### src/rtl/dram_refresh_pkg.sv
package dram_refresh_pkg;

  typedef enum logic [2:0] {
    ST_PAUSE,
    ST_IDLE,
    ST_SETUP,
    ST_ACTIVE,
    ST_PRE
  } seqState_t;

  // phase selector values for the shared phase timer
  localparam logic [1:0] PH_SETUP  = 2'd0;
  localparam logic [1:0] PH_ACTIVE = 2'd1;
  localparam logic [1:0] PH_PRE    = 2'd2;

  typedef struct packed {
    logic       pauseRun;
    logic       phaseClr;
    logic [1:0] phaseSel;
    logic       launch;
    logic       finish;
  } seqCtl_t;

  typedef struct packed {
    logic pauseDone;
    logic phaseDone;
    logic holdOver;
    logic work;
    logic everReady;
    logic ready;
  } seqStat_t;

endpackage

### src/rtl/dram_refresh_dp.sv
module dram_refresh_dp
  import dram_refresh_pkg::*;
#(
  parameter int PAUSE_CYCLES     = 20000,
  parameter int WAKE_COUNT       = 8,
  parameter int INTERVAL_CYCLES  = 1562,
  parameter int SETUP_CYCLES     = 2,
  parameter int HOLD_CYCLES      = 2,
  parameter int RAS_LOW_CYCLES   = 6,
  parameter int PRECHARGE_CYCLES = 4,
  parameter int PENDING_MAX      = 7,
  parameter int URGENT_LEVEL     = 4
) (
  input  logic     clk,
  input  logic     rstN,
  input  seqCtl_t  ctl,
  output seqStat_t stat,
  output logic     urgent
);

  localparam int PAUSE_W = $clog2(PAUSE_CYCLES + 1);
  localparam int INT_W   = $clog2(INTERVAL_CYCLES + 1);
  localparam int WAKE_W  = $clog2(WAKE_COUNT + 1);
  localparam int PEND_W  = $clog2(PENDING_MAX + 1);
  localparam int PH_MAX  = (RAS_LOW_CYCLES > SETUP_CYCLES)
                         ? ((RAS_LOW_CYCLES > PRECHARGE_CYCLES) ? RAS_LOW_CYCLES : PRECHARGE_CYCLES)
                         : ((SETUP_CYCLES > PRECHARGE_CYCLES) ? SETUP_CYCLES : PRECHARGE_CYCLES);
  localparam int PH_W    = $clog2(PH_MAX + 1);

  logic [PAUSE_W-1:0] pauseCnt;
  logic [INT_W-1:0]   intervalCnt;
  logic [WAKE_W-1:0]  wakeLeft;
  logic [PEND_W-1:0]  pending;
  logic [PH_W-1:0]    phaseCnt;
  logic [PH_W-1:0]    phaseLimit;
  logic               ready;
  logic               everReady;
  logic               tick;
  logic               consume;
  logic               overflow;

  // power-on pause timer
  always_ff @(posedge clk) begin
    if (!rstN)             pauseCnt <= '0;
    else if (ctl.pauseRun) pauseCnt <= pauseCnt + 1'b1;
  end

  // shared phase timer for setup, row-low and precharge windows
  always_comb begin
    case (ctl.phaseSel)
      PH_SETUP:  phaseLimit = PH_W'(SETUP_CYCLES - 1);
      PH_ACTIVE: phaseLimit = PH_W'(RAS_LOW_CYCLES - 1);
      default:   phaseLimit = PH_W'(PRECHARGE_CYCLES - 1);
    endcase
  end

  always_ff @(posedge clk) begin
    if (!rstN || ctl.phaseClr) phaseCnt <= '0;
    else                       phaseCnt <= phaseCnt + 1'b1;
  end

  // refresh slot timer, runs only while the memory is ready
  assign tick = ready && (intervalCnt == INT_W'(INTERVAL_CYCLES - 1));

  always_ff @(posedge clk) begin
    if (!rstN || !ready || tick) intervalCnt <= '0;
    else                         intervalCnt <= intervalCnt + 1'b1;
  end

  // a launched cycle serves the wake burst first, then the backlog
  assign consume  = ctl.launch && (wakeLeft == '0);
  assign overflow = tick && (pending == PEND_W'(PENDING_MAX)) && !consume;

  always_ff @(posedge clk) begin
    if (!rstN)                                wakeLeft <= WAKE_W'(WAKE_COUNT);
    else if (overflow)                        wakeLeft <= WAKE_W'(WAKE_COUNT);
    else if (ctl.launch && wakeLeft != '0)    wakeLeft <= wakeLeft - 1'b1;
  end

  always_ff @(posedge clk) begin
    if (!rstN || overflow) pending <= '0;
    else begin
      case ({tick, consume && (pending != '0)})
        2'b10:   pending <= pending + 1'b1;
        2'b01:   pending <= pending - 1'b1;
        default: pending <= pending;
      endcase
    end
  end

  always_ff @(posedge clk) begin
    if (!rstN || overflow)                     ready <= 1'b0;
    else if (ctl.finish && wakeLeft == '0)     ready <= 1'b1;
  end

  always_ff @(posedge clk) begin
    if (!rstN)      everReady <= 1'b0;
    else if (ready) everReady <= 1'b1;
  end

  assign urgent = (pending >= PEND_W'(URGENT_LEVEL));

  always_comb begin
    stat.pauseDone = (pauseCnt == PAUSE_W'(PAUSE_CYCLES - 1));
    stat.phaseDone = (phaseCnt == phaseLimit);
    stat.holdOver  = (phaseCnt >= PH_W'(HOLD_CYCLES));
    stat.work      = (wakeLeft != '0) || (pending != '0);
    stat.everReady = everReady;
    stat.ready     = ready;
  end

endmodule

### src/rtl/dram_refresh_ctl.sv
module dram_refresh_ctl
  import dram_refresh_pkg::*;
(
  input  logic     clk,
  input  logic     rstN,
  input  logic     refGrant,
  input  seqStat_t stat,
  output seqCtl_t  ctl,
  output logic     rasN,
  output logic     casN,
  output logic     refReq
);

  seqState_t state;
  seqState_t nxt;
  logic      launch;

  assign launch = (state == ST_IDLE) && stat.work && (refGrant || !stat.everReady);

  always_comb begin
    nxt = state;
    case (state)
      ST_PAUSE:  if (stat.pauseDone) nxt = ST_IDLE;
      ST_IDLE:   if (launch)         nxt = ST_SETUP;
      ST_SETUP:  if (stat.phaseDone) nxt = ST_ACTIVE;
      ST_ACTIVE: if (stat.phaseDone) nxt = ST_PRE;
      ST_PRE:    if (stat.phaseDone) nxt = ST_IDLE;
      default:   nxt = ST_IDLE;
    endcase
  end

  always_ff @(posedge clk) begin
    if (!rstN) state <= ST_PAUSE;
    else       state <= nxt;
  end

  always_comb begin
    ctl.pauseRun = (state == ST_PAUSE);
    ctl.phaseClr = (nxt != state);
    ctl.launch   = launch;
    ctl.finish   = (state == ST_PRE) && stat.phaseDone;
    case (state)
      ST_ACTIVE: ctl.phaseSel = PH_ACTIVE;
      ST_PRE:    ctl.phaseSel = PH_PRE;
      default:   ctl.phaseSel = PH_SETUP;
    endcase
  end

  assign rasN   = (state != ST_ACTIVE);
  assign casN   = !((state == ST_SETUP) || ((state == ST_ACTIVE) && !stat.holdOver));
  assign refReq = ((state == ST_IDLE) && stat.work) ||
                  (state == ST_SETUP) || (state == ST_ACTIVE) || (state == ST_PRE);

endmodule

### src/rtl/dram_refresh_seq.sv
module dram_refresh_seq
  import dram_refresh_pkg::*;
#(
  parameter int PAUSE_CYCLES     = 20000,
  parameter int WAKE_COUNT       = 8,
  parameter int INTERVAL_CYCLES  = 1562,
  parameter int SETUP_CYCLES     = 2,
  parameter int HOLD_CYCLES      = 2,
  parameter int RAS_LOW_CYCLES   = 6,
  parameter int PRECHARGE_CYCLES = 4,
  parameter int PENDING_MAX      = 7,
  parameter int URGENT_LEVEL     = 4
) (
  input  logic clk,
  input  logic rstN,
  input  logic refGrant,
  output logic refReq,
  output logic refUrgent,
  output logic memReady,
  output logic rasN,
  output logic casLoN,
  output logic casHiN
);

  seqCtl_t  ctl;
  seqStat_t stat;
  logic     casN;

  dram_refresh_ctl u_ctl (
    .clk      (clk),
    .rstN     (rstN),
    .refGrant (refGrant),
    .stat     (stat),
    .ctl      (ctl),
    .rasN     (rasN),
    .casN     (casN),
    .refReq   (refReq)
  );

  dram_refresh_dp #(
    .PAUSE_CYCLES     (PAUSE_CYCLES),
    .WAKE_COUNT       (WAKE_COUNT),
    .INTERVAL_CYCLES  (INTERVAL_CYCLES),
    .SETUP_CYCLES     (SETUP_CYCLES),
    .HOLD_CYCLES      (HOLD_CYCLES),
    .RAS_LOW_CYCLES   (RAS_LOW_CYCLES),
    .PRECHARGE_CYCLES (PRECHARGE_CYCLES),
    .PENDING_MAX      (PENDING_MAX),
    .URGENT_LEVEL     (URGENT_LEVEL)
  ) u_dp (
    .clk    (clk),
    .rstN   (rstN),
    .ctl    (ctl),
    .stat   (stat),
    .urgent (refUrgent)
  );

  assign memReady = stat.ready;
  // both byte lanes take part in every refresh cycle
  assign casLoN   = casN;
  assign casHiN   = casN;

endmodule

### config.mk
export PLATFORM = sky130hd
export DESIGN_NAME = dram_refresh_seq
export DESIGN_NICKNAME = d
export VERILOG_FILES = /design/src/rtl/dram_refresh_pkg.sv /design/src/rtl/dram_refresh_dp.sv /design/src/rtl/dram_refresh_ctl.sv /design/src/rtl/dram_refresh_seq.sv
export SDC_FILE = /design/constraint.sdc
export NUM_CORES = 1
export LEC_CHECK = 0
export BUFFER_PORTS_ARGS = -buffer_cell sky130_fd_sc_hd__buf_2
export CORE_UTILIZATION = 54
export CTS_CLUSTER_DIAMETER = 150
export DETAILED_ROUTE_END_ITERATION = 16
export GPL_TIMING_DRIVEN = 0
export PLACE_DENSITY = 0.85
export RECOVER_POWER = 25
export SYNTH_ARGS = -nofsm -noshare
export SYNTH_HDL_FRONTEND = slang
export SYNTH_SLANG_ARGS = --single-unit
### constraint.sdc
create_clock -name clk -period 2.7 [get_ports clk]
set_clock_uncertainty 0.05 [all_clocks]
set_input_delay 0.405 -clock clk [delete_from_list [all_inputs] [get_ports clk]]
set_output_delay 0.405 -clock clk [all_outputs]
set_load 0.01 [all_outputs]
==> metrics <==
outcome finished, final reports clean; Starting Density roughly 57%; DR pass1 iterations 4; Core ar. 3690 um2; DPL Wire Length 2.60 mm; Fillers around 330; met1 Track Usage GR between 20% and 30%; Distinct cells, synth 41; largest net degree at the start of global routing 14; R2R depth 11; fin area roughly 2300 um2; Num CTS Buffers 5; Sink Count 41; layout cells sized above 1 ~12%; Yosys warning count 0; Max-Cap Viols 0; grt met2 use ~34%; worst path buffer plus inverter count 3; I/O pin total 9; Tightest Hold Check Type reg2reg; post-synthesis register bit count between 40 and 50; pins over their slew limit 0; worst-margin pin slew between 0.9 and 1 ns; worst hold start u_dp.everReady; DP Worst Slack ~0.046 ns; setup ws final about 0.084 ns; antenna-violating nets left 0; GRT busiest layer met2; CP required approximately 2.3 ns; final hold viol count 0; post-layout util 62.9%; dominant synthesized flop cell dfxtp_1; most frequent cells in the layout dfxtp_1, nor2_1, nand2_1; Via density ~5.4; Peak VDD IR about 0.36 mV; vias in the first global route between 1500 and 2000; leakage power around 0.82 nW; total gr overflow 0; Cell Pwr Density about 450 nW/um2; CTS tree yes; antenna violations before repair 0; num rows 22; area growth from synthesis to layout 11.2%; crit-path max FO 2; Cells after Synth roughly 240; 1st-iter DRT viols slightly above 80; Clock Path Buffers 2; drt wl/cell approximately 12 um; Clock Latency Late Sink between 0.2 and 0.3 ns; first-pass GRT wire length 6.60 mm; startpoint class of the critical path register; RePlAce Congestion ~0.84; Residual DRC 0; Die Wd approximately 64 um; grt met3 use around 7.1%; minimum clock period roughly 2.6 ns; CTS root buf clkbuf_8; DIE HEIGHT approximately 64 um; Post-DP Area between 2000 and 2500 um2; delay-heaviest family, CP simple AND/OR/NAND/NOR gates; Total Wirelength around 3.8 mm; critical path data arrival time between 2 and 2.5 ns; most common cell after layout, fill and taps aside dfxtp_1; diode count 0; GRT Overall Usage approximately a fifth; FMAX between 0.3 and 0.4 GHz; Die ar. 4120 um2; Hold Buf Count CTS 0; R2R Path Start u_dp.wakeLeft[0]; CP max stage cell or4_4; number of nets in the layout between 200 and 300; H-tree depth 2; share of the clock period used by the worst path between 90% and 100%; via count around 1700; Seq/Total Area, Yosys 39.3%; Slew Limit Headroom between 30% and 40%; worst path cell trace inv_2 -> ha_2 -> or3b_4 -> or4_4 -> buf_4 -> a21oi_1 -> o21ai_0 -> buf_2; I/O Buffers 7; CP Class reg2out; Syn Nets between 200 and 300; Worst-path clk slew around 0.080 ns; crit end category output pin; Hold Path Stages 1; slowest cell delay on critical path 0.43 ns; Syn Std Cell Area between 2000 and 2500 um2; final setup fails 0; Worst Setup SP u_dp.wakeLeft[0]; async set or reset register ratio after synthesis 0%; Syn Area/Cell 8.62 um2; Post-synth EDFFs 0; WP depth 8
## cell usage after synthesis (all sizes together) (5+ instances only)
library cell,count,share of area (%)
nor2b,7,2.1
mux2i,5,2.4
nand3,17,4.1
ha,7,4.2
a21oi,6,1.4
o21ai,8,1.9
clkbuf,7,1.3
nor3,7,2.2
nand2,18,3.2
nand4,6,2.1
a21boi,5,1.8
xnor2,11,4.6
dfxtp,41,39
and2,10,3.0
nor2,30,5.4
inv,12,2.2
xor2,14,5.9
## metrics by stage
step	TNS, ns	instances	total power, mW	hold WS, ns
5_1_grt	-0.00482	310	1.10	0.442
4_1_cts	0	306	1.06	0.415
6_report	0	310	1.05	0.410
3_3_place_gp	0	297	0.675	0.385
3_5_place_dp	0	297	0.677	0.396
2_1_floorplan	0	242	0.666	0.379
## layout make-up
cell class,count,area [um2],area share (%)
inverters,12,45.0,1.94
repair buffers,12,70.1,3.02
plain buffers,9,38.8,1.67
multi-input cells,180,1190,51.5
clock inverters,2,15.0,0.647
flip-flops and latches,41,823,35.5
well taps,48,60.1,2.59
clock buffers,6,72.6,3.13
## per-layer routing
metal / up-vias / wire, um / share of wire (%)
li1: 853 / - / -
met1: 798 / 1810 / 47
met2: 27 / 1770 / 46
met3: 8 / 156 / 4.1
met4: 0 / 85 / 2.2
met5: - / 0 / 0
## registers in the layout (all words and copies together) (netlist names)
signal,count
u_dp.ready,1
u_dp.phaseCnt,3
u_ctl.state,3
u_dp.pauseCnt,15
u_dp.pending,3
u_dp.wakeLeft,4
u_dp.everReady,1
u_dp.intervalCnt,11
## report_power, final
group / switching [mW] / total [mW] / internal, mW / leakage, nW
registers: 0.0120 / 0.624 / 0.612 / 0.332
logic: 0.0212 / 0.0396 / 0.0184 / 0.449
clock network: 0.209 / 0.391 / 0.182 / 0.0374
## worst register-to-register path: stages (launching register included)
cell and delay, ns:
dfxtp_2 0.33, inv_2 0.06, ha_2 0.17, or3b_4 0.38, or4_4 0.43, and3b_4 0.21
ha_4 0.16, inv_1 0.07, fa_2 0.42, nor2_1 0.11, a21oi_1 0.05, nor2_1 0.11
## cell families after synthesis
kind of cell	share of synthesized area, %
flip-flops	39.3
AND/OR/NAND/NOR	30.1
AO/OA/AOI/OAI	8.51
multiplexers	2.40
adder cells (fa/ha/maj)	5.16
XOR/XNOR	10.5
buffers and inverters	4.02
## final timing paths
check                                  endpoint  slack [ns]
worst max-delay path                     refReq        0.08
worst min-delay path             u_dp.everReady        0.41
worst max register to register  u_dp.pending[1]        0.10
worst min register to register   u_dp.everReady        0.41
## repair_timing
item	CTS	global route
resized for setup	3	4
endpoints found under the setup margin	1	2
setup buffers	1	4
pin swaps	1	4
Power figures use the tool's default switching activity.
